`src/rtl/dchk_tlb_pkg.sv`:
```
`timescale 1ns/1ps
// Shared encodings for the domain-checked translation buffer.
// Assumes 2-bit access types and 2-bit domain modes.
package dchk_tlb_pkg;
    typedef enum logic [1:0] {
        FLT_NONE   = 2'b00,
        FLT_DOMAIN = 2'b01,
        FLT_PERM   = 2'b10
    } fault_e;

    localparam logic [1:0] ACC_READ  = 2'b00;
    localparam logic [1:0] ACC_WRITE = 2'b01;
    localparam logic [1:0] ACC_EXEC  = 2'b10;

    localparam logic [1:0] DM_DENY  = 2'b00;
    localparam logic [1:0] DM_PAGE  = 2'b01;
    localparam logic [1:0] DM_FULL  = 2'b10;

    localparam int PERM_R = 0;
    localparam int PERM_W = 1;
    localparam int PERM_X = 2;
endpackage

```
`src/rtl/dchk_tlb_cam.sv`:
```
`timescale 1ns/1ps
// Entry storage and associative match.
// Holds ENTRIES translation entries. It matches them combinationally against the
// lookup page and identifier, and returns the lowest matching slot.
// Assumes the caller picks the fill slot. Flushes apply before a fill
// in the same cycle.
module dchk_tlb_cam #(
    parameter int ENTRIES = 16,
    parameter int VPN_W   = 20,
    parameter int PFN_W   = 20,
    parameter int ASID_W  = 8,
    parameter int DOM_W   = 4,
    localparam int IDX_W  = $clog2(ENTRIES)
) (
    input  logic              clk,
    input  logic              rst_n,
    input  logic              fill_valid,
    input  logic [IDX_W-1:0]  fill_idx,
    input  logic [VPN_W-1:0]  fill_vpn,
    input  logic [ASID_W-1:0] fill_asid,
    input  logic              fill_global,
    input  logic [DOM_W-1:0]  fill_dom,
    input  logic [2:0]        fill_perm,
    input  logic [PFN_W-1:0]  fill_pfn,
    input  logic              flush_all,
    input  logic              flush_va,
    input  logic [VPN_W-1:0]  flush_vpn,
    input  logic [VPN_W-1:0]  lk_vpn,
    input  logic [ASID_W-1:0] lk_asid,
    output logic              hit,
    output logic [DOM_W-1:0]  hit_dom,
    output logic [2:0]        hit_perm,
    output logic [PFN_W-1:0]  hit_pfn
);
    logic [ENTRIES-1:0] match;
    logic [DOM_W-1:0]   ent_dom  [ENTRIES];
    logic [2:0]         ent_perm [ENTRIES];
    logic [PFN_W-1:0]   ent_pfn  [ENTRIES];
    logic [IDX_W-1:0]   sel;

    for (genvar i = 0; i < ENTRIES; i++) begin : g_ent
        logic              vld_q;
        logic [VPN_W-1:0]  vpn_q;
        logic [ASID_W-1:0] asid_q;
        logic              glb_q;
        logic [DOM_W-1:0]  dom_q;
        logic [2:0]        perm_q;
        logic [PFN_W-1:0]  pfn_q;
        logic              load;

        assign load = fill_valid && (fill_idx == IDX_W'(i));

        // Valid bit: cleared by reset and flushes, then set by a fill to this slot.
        always_ff @(posedge clk) begin
            if (!rst_n) begin
                vld_q <= 1'b0;
            end else if (load) begin
                vld_q <= 1'b1;
            end else if (flush_all || (flush_va && vpn_q == flush_vpn)) begin
                vld_q <= 1'b0;
            end
        end

        // Entry payload: captured on a fill to this slot.
        always_ff @(posedge clk) begin
            if (!rst_n) begin
                vpn_q  <= '0;
                asid_q <= '0;
                glb_q  <= 1'b0;
                dom_q  <= '0;
                perm_q <= '0;
                pfn_q  <= '0;
            end else if (load) begin
                vpn_q  <= fill_vpn;
                asid_q <= fill_asid;
                glb_q  <= fill_global;
                dom_q  <= fill_dom;
                perm_q <= fill_perm;
                pfn_q  <= fill_pfn;
            end
        end

        assign match[i]    = vld_q && (vpn_q == lk_vpn) && (glb_q || asid_q == lk_asid);
        assign ent_dom[i]  = dom_q;
        assign ent_perm[i] = perm_q;
        assign ent_pfn[i]  = pfn_q;
    end

    // Priority pick: the lowest matching slot wins.
    always_comb begin
        sel = '0;
        for (int i = ENTRIES - 1; i >= 0; i--) begin
            if (match[i]) sel = IDX_W'(i);
        end
    end

    assign hit      = |match;
    assign hit_dom  = ent_dom[sel];
    assign hit_perm = ent_perm[sel];
    assign hit_pfn  = ent_pfn[sel];
endmodule

```
`src/rtl/dchk_tlb_victim.sv`:
```
`timescale 1ns/1ps
// Round-robin replacement pointer.
// Advances once per fill and wraps after the last slot. Flushes do not touch it.
module dchk_tlb_victim #(
    parameter int ENTRIES = 16,
    localparam int IDX_W  = $clog2(ENTRIES),
    localparam int LAST   = ENTRIES - 1
) (
    input  logic             clk,
    input  logic             rst_n,
    input  logic             fill_valid,
    output logic [IDX_W-1:0] victim
);
    // Pointer update: step on each fill, wrap at the last slot.
    always_ff @(posedge clk) begin
        if (!rst_n) begin
            victim <= '0;
        end else if (fill_valid) begin
            victim <= (victim == IDX_W'(LAST)) ? '0 : victim + 1'b1;
        end
    end
endmodule

```
`src/rtl/dchk_tlb_check.sv`:
```
`timescale 1ns/1ps
// Two-level access check for a hit entry.
// First the 2-bit mode of the entry's domain, then, for the defer mode, the page bits.
// Purely combinational. Assumes the mode vector packs domain d at bits [2d+1:2d].
module dchk_tlb_check
    import dchk_tlb_pkg::*;
#(
    parameter int NUM_DOM = 16,
    localparam int DOM_W  = $clog2(NUM_DOM),
    localparam int MODE_W = 2 * NUM_DOM
) (
    input  logic [MODE_W-1:0] mode_vec,
    input  logic [DOM_W-1:0]  dom,
    input  logic [2:0]        perm,
    input  logic [1:0]        acc,
    output logic              abort,
    output logic [1:0]        fault
);
    logic [1:0] mode;
    logic       page_ok;

    assign mode = mode_vec[{dom, 1'b0} +: 2];

    // Page-bit selection by access type; code 11 is checked as a read.
    always_comb begin
        case (acc)
            ACC_WRITE: page_ok = perm[PERM_W];
            ACC_EXEC:  page_ok = perm[PERM_X];
            default:   page_ok = perm[PERM_R];
        endcase
    end

    // Domain mode decision: full grant, defer to page bits, or deny.
    always_comb begin
        case (mode)
            DM_FULL: begin
                abort = 1'b0;
                fault = FLT_NONE;
            end
            DM_PAGE: begin
                abort = !page_ok;
                fault = page_ok ? FLT_NONE : FLT_PERM;
            end
            default: begin
                abort = 1'b1;
                fault = FLT_DOMAIN;
            end
        endcase
    end
endmodule

```
`src/rtl/dchk_tlb.sv`:
```
`timescale 1ns/1ps
// Domain-checked translation buffer, top level.
// A lookup is answered one cycle later with hit/miss, frame, abort and fault status.
// The lookup uses the entry and mode state from before the same clock edge's updates.
// Assumes at most one fill per cycle. Page walking and fault handling are done elsewhere.
module dchk_tlb
    import dchk_tlb_pkg::*;
#(
    parameter int ENTRIES = 16,
    parameter int VPN_W   = 20,
    parameter int PFN_W   = 20,
    parameter int ASID_W  = 8,
    parameter int NUM_DOM = 16,
    localparam int DOM_W  = $clog2(NUM_DOM),
    localparam int MODE_W = 2 * NUM_DOM,
    localparam int IDX_W  = $clog2(ENTRIES)
) (
    input  logic              clk,
    input  logic              rst_n,
    input  logic              lk_valid,
    input  logic [VPN_W-1:0]  lk_vpn,
    input  logic [ASID_W-1:0] lk_asid,
    input  logic [1:0]        lk_acc,
    input  logic              fill_valid,
    input  logic [VPN_W-1:0]  fill_vpn,
    input  logic [ASID_W-1:0] fill_asid,
    input  logic              fill_global,
    input  logic [DOM_W-1:0]  fill_dom,
    input  logic [2:0]        fill_perm,
    input  logic [PFN_W-1:0]  fill_pfn,
    input  logic              flush_all,
    input  logic              flush_va,
    input  logic [VPN_W-1:0]  flush_vpn,
    input  logic              dmode_we,
    input  logic [MODE_W-1:0] dmode_wdata,
    output logic [MODE_W-1:0] dmode_rdata,
    output logic              rsp_valid,
    output logic              rsp_hit,
    output logic              rsp_miss,
    output logic              rsp_abort,
    output logic [1:0]        rsp_fault,
    output logic [PFN_W-1:0]  rsp_pfn
);
    logic [MODE_W-1:0] dmode_q;
    logic [IDX_W-1:0]  victim;
    logic              cam_hit;
    logic [DOM_W-1:0]  cam_dom;
    logic [2:0]        cam_perm;
    logic [PFN_W-1:0]  cam_pfn;
    logic              chk_abort;
    logic [1:0]        chk_fault;
    logic              granted;

    dchk_tlb_victim #(.ENTRIES(ENTRIES)) u_victim (
        .clk(clk), .rst_n(rst_n), .fill_valid(fill_valid), .victim(victim)
    );

    dchk_tlb_cam #(
        .ENTRIES(ENTRIES), .VPN_W(VPN_W), .PFN_W(PFN_W), .ASID_W(ASID_W), .DOM_W(DOM_W)
    ) u_cam (
        .clk(clk), .rst_n(rst_n),
        .fill_valid(fill_valid), .fill_idx(victim), .fill_vpn(fill_vpn),
        .fill_asid(fill_asid), .fill_global(fill_global), .fill_dom(fill_dom),
        .fill_perm(fill_perm), .fill_pfn(fill_pfn),
        .flush_all(flush_all), .flush_va(flush_va), .flush_vpn(flush_vpn),
        .lk_vpn(lk_vpn), .lk_asid(lk_asid),
        .hit(cam_hit), .hit_dom(cam_dom), .hit_perm(cam_perm), .hit_pfn(cam_pfn)
    );

    dchk_tlb_check #(.NUM_DOM(NUM_DOM)) u_check (
        .mode_vec(dmode_q), .dom(cam_dom), .perm(cam_perm), .acc(lk_acc),
        .abort(chk_abort), .fault(chk_fault)
    );

    // Domain mode register: saved and restored through the write port.
    always_ff @(posedge clk) begin
        if (!rst_n) begin
            dmode_q <= '0;
        end else if (dmode_we) begin
            dmode_q <= dmode_wdata;
        end
    end

    assign dmode_rdata = dmode_q;
    assign granted     = lk_valid && cam_hit && !chk_abort;

    // Response register: one-cycle lookup result.
    always_ff @(posedge clk) begin
        if (!rst_n) begin
            rsp_valid <= 1'b0;
            rsp_hit   <= 1'b0;
            rsp_miss  <= 1'b0;
            rsp_abort <= 1'b0;
            rsp_fault <= FLT_NONE;
            rsp_pfn   <= '0;
        end else begin
            rsp_valid <= lk_valid;
            rsp_hit   <= lk_valid && cam_hit;
            rsp_miss  <= lk_valid && !cam_hit;
            rsp_abort <= lk_valid && cam_hit && chk_abort;
            rsp_fault <= (lk_valid && cam_hit) ? chk_fault : FLT_NONE;
            rsp_pfn   <= granted ? cam_pfn : '0;
        end
    end
endmodule

```
`config.mk`:
```
export PLATFORM = sky130hd
export DESIGN_NAME = dchk_tlb
export DESIGN_NICKNAME = d
export VERILOG_FILES = /design/src/rtl/dchk_tlb_pkg.sv /design/src/rtl/dchk_tlb_cam.sv /design/src/rtl/dchk_tlb_victim.sv /design/src/rtl/dchk_tlb_check.sv /design/src/rtl/dchk_tlb.sv
export SDC_FILE = /design/constraint.sdc
export NUM_CORES = 2
export LEC_CHECK = 0
export BUFFER_PORTS_ARGS = -buffer_cell sky130_fd_sc_hd__buf_2
export CORE_UTILIZATION = 40
export DETAILED_ROUTE_END_ITERATION = 8
export SLEW_MARGIN = 30
export SYNTH_ARGS = -nofsm -noshare
export SYNTH_HDL_FRONTEND = slang
export SYNTH_HIERARCHICAL = 1
export SYNTH_SLANG_ARGS = --single-unit
export TNS_END_PERCENT = 20
```
`constraint.sdc`:
```
create_clock -name clk -period 17.2 [get_ports clk]
set_input_delay 1.72 -clock clk [delete_from_list [all_inputs] [get_ports clk]]
set_output_delay 1.72 -clock clk [all_outputs]
set_load 0.01 [all_outputs]
```
# ---- After elaboration in Yosys (flattened, before gate mapping)
# Cells that the tools add are included.
dict set report totals {
  register_bits 974
  inputBits 145
  output_inout_bits 58
  wordCells 376
}
dict set report op_classes {
  bitwise_logic 1
  shift 1
  eq_ne 67
  reduce_logical 123
  mux 62
  n_lt_le_gt_ge 1
  n_addsub 1
}
# operator count
set op_table {}
lappend op_table {{20-bit == test} 32}
lappend op_table {{8-bit == test} 16}
lappend op_table {{20-bit binary-select mux with 4-bit select} 1}
lappend op_table {{4-bit two-way mux} 19}
lappend op_table {{1-bit logical AND} 68}
lappend op_table {{20-bit two-way mux} 2}
lappend op_table {{4-bit == test (second input constant)} 8}
lappend op_table {{1-bit logical OR} 32}
lappend op_table {{1-bit two-way mux} 32}
lappend op_table {{2-bit nonzero test} 16}
lappend op_table {{32-bit by 6-bit variable part select with 2-bit output} 1}
lappend op_table {{4-bit binary-select mux with 4-bit select} 1}
lappend op_table {{4-bit by 3-bit == test with 1-bit output (second input constant)} 4}
lappend op_table {{16-bit OR reduction} 1}
lappend op_table {{3-bit binary-select mux with 4-bit select} 1}
lappend op_table {{4-bit by 2-bit == test with 1-bit output (second input constant)} 2}
lappend op_table {{3-bit two-way mux} 2}
lappend op_table {{5-bit greater-or-equal comparator (second input constant)} 1}
lappend op_table {{4-bit inverter with 5-bit output} 1}
lappend op_table {{4-bit by 1-bit adder with 4-bit output (second input constant)} 1}
lappend op_table {{2-bit by 1-bit == test with 1-bit output (second input constant)} 2}
lappend op_table {{2-bit == test (second input constant)} 2}
lappend op_table {{4-bit by 1-bit == test with 1-bit output (second input constant)} 1}
lappend op_table {{4-bit zero test} 1}
lappend op_table {{5 further kinds} 9}

# ---- Logic depth before layout (Yosys ltp)
dict set report logic_depth {
  depth_word 29
  depth_mapped 26
  ltp_nobuf 19
}

# ---- By module
# The synthesis kept the hierarchy.
# module cells_per_inst seq_area_each_um2 instances area_per_inst_um2
set modules_own_cells {}
lappend modules_own_cells {dchk_tlb_cam 6319 18257.5 1 49372.4}
lappend modules_own_cells {dchk_tlb 158 1161.1 1 1921.8}
lappend modules_own_cells {dchk_tlb_check 31 0.0 1 347.8}
lappend modules_own_cells {dchk_tlb_victim 18 80.1 1 186.4}

# ---- Least setup slack after synthesis
# No wires, ideal clock.
dict set report synth_path {
  kind {input-to-reg}
  startpoint {input port lk_vpn[12]}
  endpoint {register rsp_pfn[0]}
  slack_ns 10.418
  t_arrival_ns 6.667
  t_required_ns 17.085
  stages 23
  n_path_buf 5
  path_cell_list {buf_2 > buf_2 > xor2_1 > nor4_1 > nand4_1 > or4_1 > and3_1 > a221oi_2 > o21ai_1 > a311oi_4 > clkbuf_2 > o21ai_0 > o211a_1 > o41ai_2 > buf_6 > mux4_1 > a22oi_1 > nand3_1 > ha_1 > nand2b_1 > and4b_1 > buf_4 > and2_1}
}
dict set report synth_between {
  elab_chain_cells 29
  word_cells_on_any_way 85
}
# element line
set synth_lines {}
lappend synth_lines {{start: declaration} dchk_tlb.sv:21} ;# input logic [VPN_W-1:0] lk_vpn,
lappend synth_lines {{20-bit == test} dchk_tlb_cam.sv:83} ;# assign match[i] = vld_q && (vpn_q == lk_vpn) && (glb_q || asid_q == lk_asid);
lappend synth_lines {{1-bit logical AND (2 in series)} dchk_tlb_cam.sv:83}
lappend synth_lines {{4-bit two-way mux (15 in series)} dchk_tlb_cam.sv:93} ;# if (match[i]) sel = IDX_W'(i);
lappend synth_lines {{4-bit two-way mux (*)} dchk_tlb_cam.sv:93}
lappend synth_lines {{4-bit inverter with 5-bit output (not written as such) (*)} dchk_tlb_cam.sv:98} ;# assign hit_dom = ent_dom[sel];
lappend synth_lines {{4-bit binary-select mux with 4-bit select (*)} dchk_tlb_cam.sv:98}
lappend synth_lines {{4-bit two-way mux (not written as such) (*) (2 in series)} dchk_tlb_cam.sv:98}
lappend synth_lines {{named net cam_dom[0]} dchk_tlb.sv:47} ;# logic [DOM_W-1:0] cam_dom;
lappend synth_lines {{32-bit by 6-bit variable part select with 2-bit output (*)} dchk_tlb_check.sv:22} ;# assign mode = mode_vec[{dom, 1'b0} +: 2];
lappend synth_lines {{2-bit by 1-bit == test with 1-bit output / 2-bit == test (equally long branches)} dchk_tlb_check.sv:35} ;# case (mode)
lappend synth_lines {{1-bit case mux with 2 select lines (*)} dchk_tlb_check.sv:35}
lappend synth_lines {{named net chk_abort} dchk_tlb.sv:50} ;# logic chk_abort;
lappend synth_lines {{1-bit zero test (*)} dchk_tlb.sv:85} ;# assign granted = lk_valid && cam_hit && !chk_abort;
lappend synth_lines {{1-bit logical AND (*)} dchk_tlb.sv:85}
lappend synth_lines {{2-bit AND reduction (no line) (*)} n/a}
lappend synth_lines {{end signal: assignment} dchk_tlb.sv:102} ;# rsp_pfn <= granted ? cam_pfn : '0;
lappend synth_lines {{end: declaration} dchk_tlb.sv:42} ;# output logic [PFN_W-1:0] rsp_pfn
# The timed path passes the listed nets; every way through them passes the cells marked *. The select of a mux whose other input is x is not followed.
# A chain may end at the register's enable or synchronous reset.

# ---- Worst setup path in the final report
dict set report layout_path {
  startpoint {input port lk_vpn[4]}
  endpoint {register rsp_pfn[2]}
}
# Same word-level chain as after synthesis.

==> flow_metrics.tcl <==
set metrics [dict create \
    power_density_nw_per_um2 92.5 \
    dieHeight_um 362 \
    r2r_cells 18 \
    syn_to_final_growth_pct 10.2 \
    power_leakage_nw 19.9 \
    finalPower_mw 5.29 \
    core_um2 128000 \
    port_buffers 202 \
    synth_fp_nets 6675 \
    postCtsSetupBuffers 0 \
    worstPathArrival_ns 9.13 \
    crit_path_start_kind "primary input" \
    max_freq_mhz 118 \
    synth_area_um2 51800 \
    cts_root_buf "clkbuf_16" \
    cts_made_buffers 111 \
    cp_slowest_stage_delay_ns 0.77 \
    top_layer "met5" \
    ys_top_cells_by_area "dfxtp_1, nand2_1, a21boi_0" \
    die_area_um2 131000 \
    m1WireLength_um 91800 \
    cts.path.max_buffers 3 \
    route.detailed.drc 0 \
    hold_depth 2 \
    path_cells "buf_2 -> xor2_1 -> nor4_1 -> nand4_1 -> or4_1 -> o21ai_0 -> a221oi_2 -> o21ai_1 -> a311oi_4 -> or2_2 -> buf_4 -> o211a_1 -> o41ai_4 -> mux4_1 -> a22oi_1 -> nand3_1 -> ha_1 -> nand2b_1 -> and4b_2 -> and2_1" \
    drt_iter0_drc 5306 \
    row_count 131 \
    max_slew_margin 0.282 \
    synth-edff-count 0 \
    rsz0062_at_grt "false" \
    cap_violations 0 \
    skew_ns 0.0680 \
    rrSetupSlack_ns 9.81 \
    fin_crit_sh 0.491 \
    critPathKind "in2reg" \
    track_usage 0.303 \
    synth_ff_type "dfxtp_1" \
    synth_cells 6526 \
    path_max_fanout 77 \
    hp-start "u_cam/g_ent[7].pfn_q[16]$_SDFFE_PN0P_" \
    die_w_um 362 \
    drive_gt1_frac 0.0858 \
    ys_seq_area_frac 0.376 \
    synthTopCellsByCount "nand2_1, dfxtp_1, a21boi_0" \
    r2r_start "u_cam/g_ent[7].asid_q[0]$_SDFFE_PN0P_" \
    gp_congestion 0.918 \
    ant_nets 0 \
    irDropWorstVdd_mv 0.0806 \
    wl_met2_um 86800 \
    grt_overflow 0 \
    final_max_slew_viol_count 0 \
    floorplan.initialDensity 0.405 \
    synth.distinct_cells 57 \
    cts_tree "built" \
    hold_end "u_cam/g_ent[7].pfn_q[16]$_SDFFE_PN0P_" \
    holdBufCountCts 0 \
    ys_seq_elements 974 \
    via_per_inst 5.76 \
    end_kind "register" \
    clkSlewWorstSetupHoldPaths_ns 0.06 \
    utilization 0.446 \
    yosysTopAreaCell "dfxtp_1" \
    layout.nets 6421 \
    dp_hpwl_um 118000 \
    period_minus_slack_ns 8.45 \
    required_ns 17.88 \
    via_count 46645 \
    finalSetupTns_ns 0 \
    syn_area_per_cell_um2 7.94 \
    h-tree-depth 3 \
    grt_pass1_wl_um 297000 \
    drt-wirelength-per-cell_um 25.3 \
    ioPinCount 203 \
    timing.rr.end "rsp_pfn[2]$_SDFF_PN0_" \
    path_buf_inv 2 \
    cts_resized 0 \
    worst_slack_ns 8.75 \
    postRouteWirelength_um 205000 \
    wl_met3_um 18700 \
    grt_antenna_before_repair 22 \
    cts.sinks 974 \
    status "complete, no violations" \
    cp_slowest_cell "o41ai_4" \
    synth_top_area_share 0.376 \
    worst_pin_slew_ns 1.08 \
    clock_latency_ns 0.76 \
    first_pass_iters 6 \
    critical_path.top_delay_family "simple AND/OR/NAND/NOR gates" \
    grt_max_degree 239 \
    async_reset_ff_frac 0 \
    holdWs_ns 0.459 \
    grt_pass1_vias 43340 \
    pre_cts_ws_ns 8.21 \
    hp-class "reg2reg" \
    yosys_warnings 6 \
    setup_viol 0 \
    hold_violations 0 \
    synth.most_common_cell "nand2_1" \
]
==> sequential cells by signal (all words and copies together) (netlist names) <==
register	cells
rsp_valid	1
u_victim/victim	4
rsp_hit	1
dmode_rdata	32
rsp_miss	1
u_cam/g_ent.perm_q	48
rsp_abort	1
u_cam/g_ent.vld_q	16
u_cam/g_ent.asid_q	128
u_cam/g_ent.pfn_q	320
rsp_fault	2
rsp_pfn	20
u_cam/g_ent.glb_q	16
u_cam/g_ent.vpn_q	320
u_cam/g_ent.dom_q	64
==> how the worst max path moves through the flow <==
stage / from / to / slack, ns / cells past startpoint
after floorplan: lk_vpn[12] / rsp_pfn[0]$_SDFF_PN0_ / 10.42 / 23
after global placement: lk_vpn[13] / rsp_pfn[10]$_SDFF_PN0_ / 7.88 / 20
after CTS: lk_vpn[7] / rsp_pfn[2]$_SDFF_PN0_ / 8.96 / 20
after detailed placement: lk_vpn[0] / rsp_pfn[17]$_SDFF_PN0_ / 8.21 / 20
final: lk_vpn[4] / rsp_pfn[2]$_SDFF_PN0_ / 8.75 / 20
after global routing: lk_asid[7] / rsp_pfn[10]$_SDFF_PN0_ / 8.47 / 19
==> report_power, final <==
group          total (mW)  switching [mW]  internal (mW)
clock                2.55            1.04           1.50
sequential           2.30          0.0247           2.28
combinational       0.433           0.297          0.137
==> stage by stage <==
step	std cells	cell area, um2
final	8101	57100
after global routing	8099	57100
after CTS	8094	57100
after detailed placement	7888	53200
after global placement	7888	53200
after floorplan	6526	51800
==> placed cells by master, fill, tap and decap left out, types with 7 or more instances in the layout <==
cell type,netlist,layout
nand2_2,1,12
diode_2,0,7
nor2_1,29,14
o21ai_1,11,10
a211o_1,28,27
and3_1,33,33
a21oi_1,46,45
nand3_1,33,29
bufinv_16,0,11
a2111oi_0,81,81
o211a_1,82,82
nor2b_1,40,39
o41ai_2,27,25
nor3_1,76,72
and4_1,27,27
inv_1,166,166
mux2i_1,33,33
nand2b_1,7,7
nand3b_1,8,8
clkinv_2,0,21
or4_1,25,24
xnor2_1,297,297
nor2_4,0,13
o21a_1,37,37
a31oi_1,27,27
xor2_1,472,472
nand2_1,1905,1893
buf_2,58,201
nor4_1,210,207
nand4b_1,15,15
and2_1,29,28
nand4_1,131,131
buf_4,16,64
clkbuf_16,0,112
dfxtp_1,974,974
a21boi_0,905,905
nor3b_1,25,24
o21ai_0,73,73
clkbuf_8,0,32
clkbuf_1,501,15
==> per-layer routing <==
metal / GRT usage / up-vias
met5: 0 / -
met4: 0.113 / 18
met2: 0.452 / 2254
li1: - / 21282
met3: 0.0543 / 432
met1: 0.431 / 22659
==> final cells by class <==
type / count / area (um2)
clock buffer: 159 / 3300
antenna: 7 / 17.5
timing repair buffer: 268 / 1530
tap: 1729 / 2160
fill: 12594 / 70900
clock inverter: 47 / 627
multi-input combinational: 4751 / 29400
inverter: 166 / 623
sequential: 974 / 19500
==> kinds of logic after synthesis <==
logic type	count (synthesis)	synth area share
simple gates	2603	0.222
compound gates	1334	0.198
flops	974	0.376
buf+inv	801	0.0625
xor+xnor	769	0.130
mux	41	0.0102
fa+ha+maj	4	0.000966
==> worst min-delay path, stage by stage, from the launching register on <==
cell      delay [ns]
dfxtp_1         0.30
nand2_1         0.04
a21boi_0        0.06
Note: power is estimated with default switching activity, not from simulation.
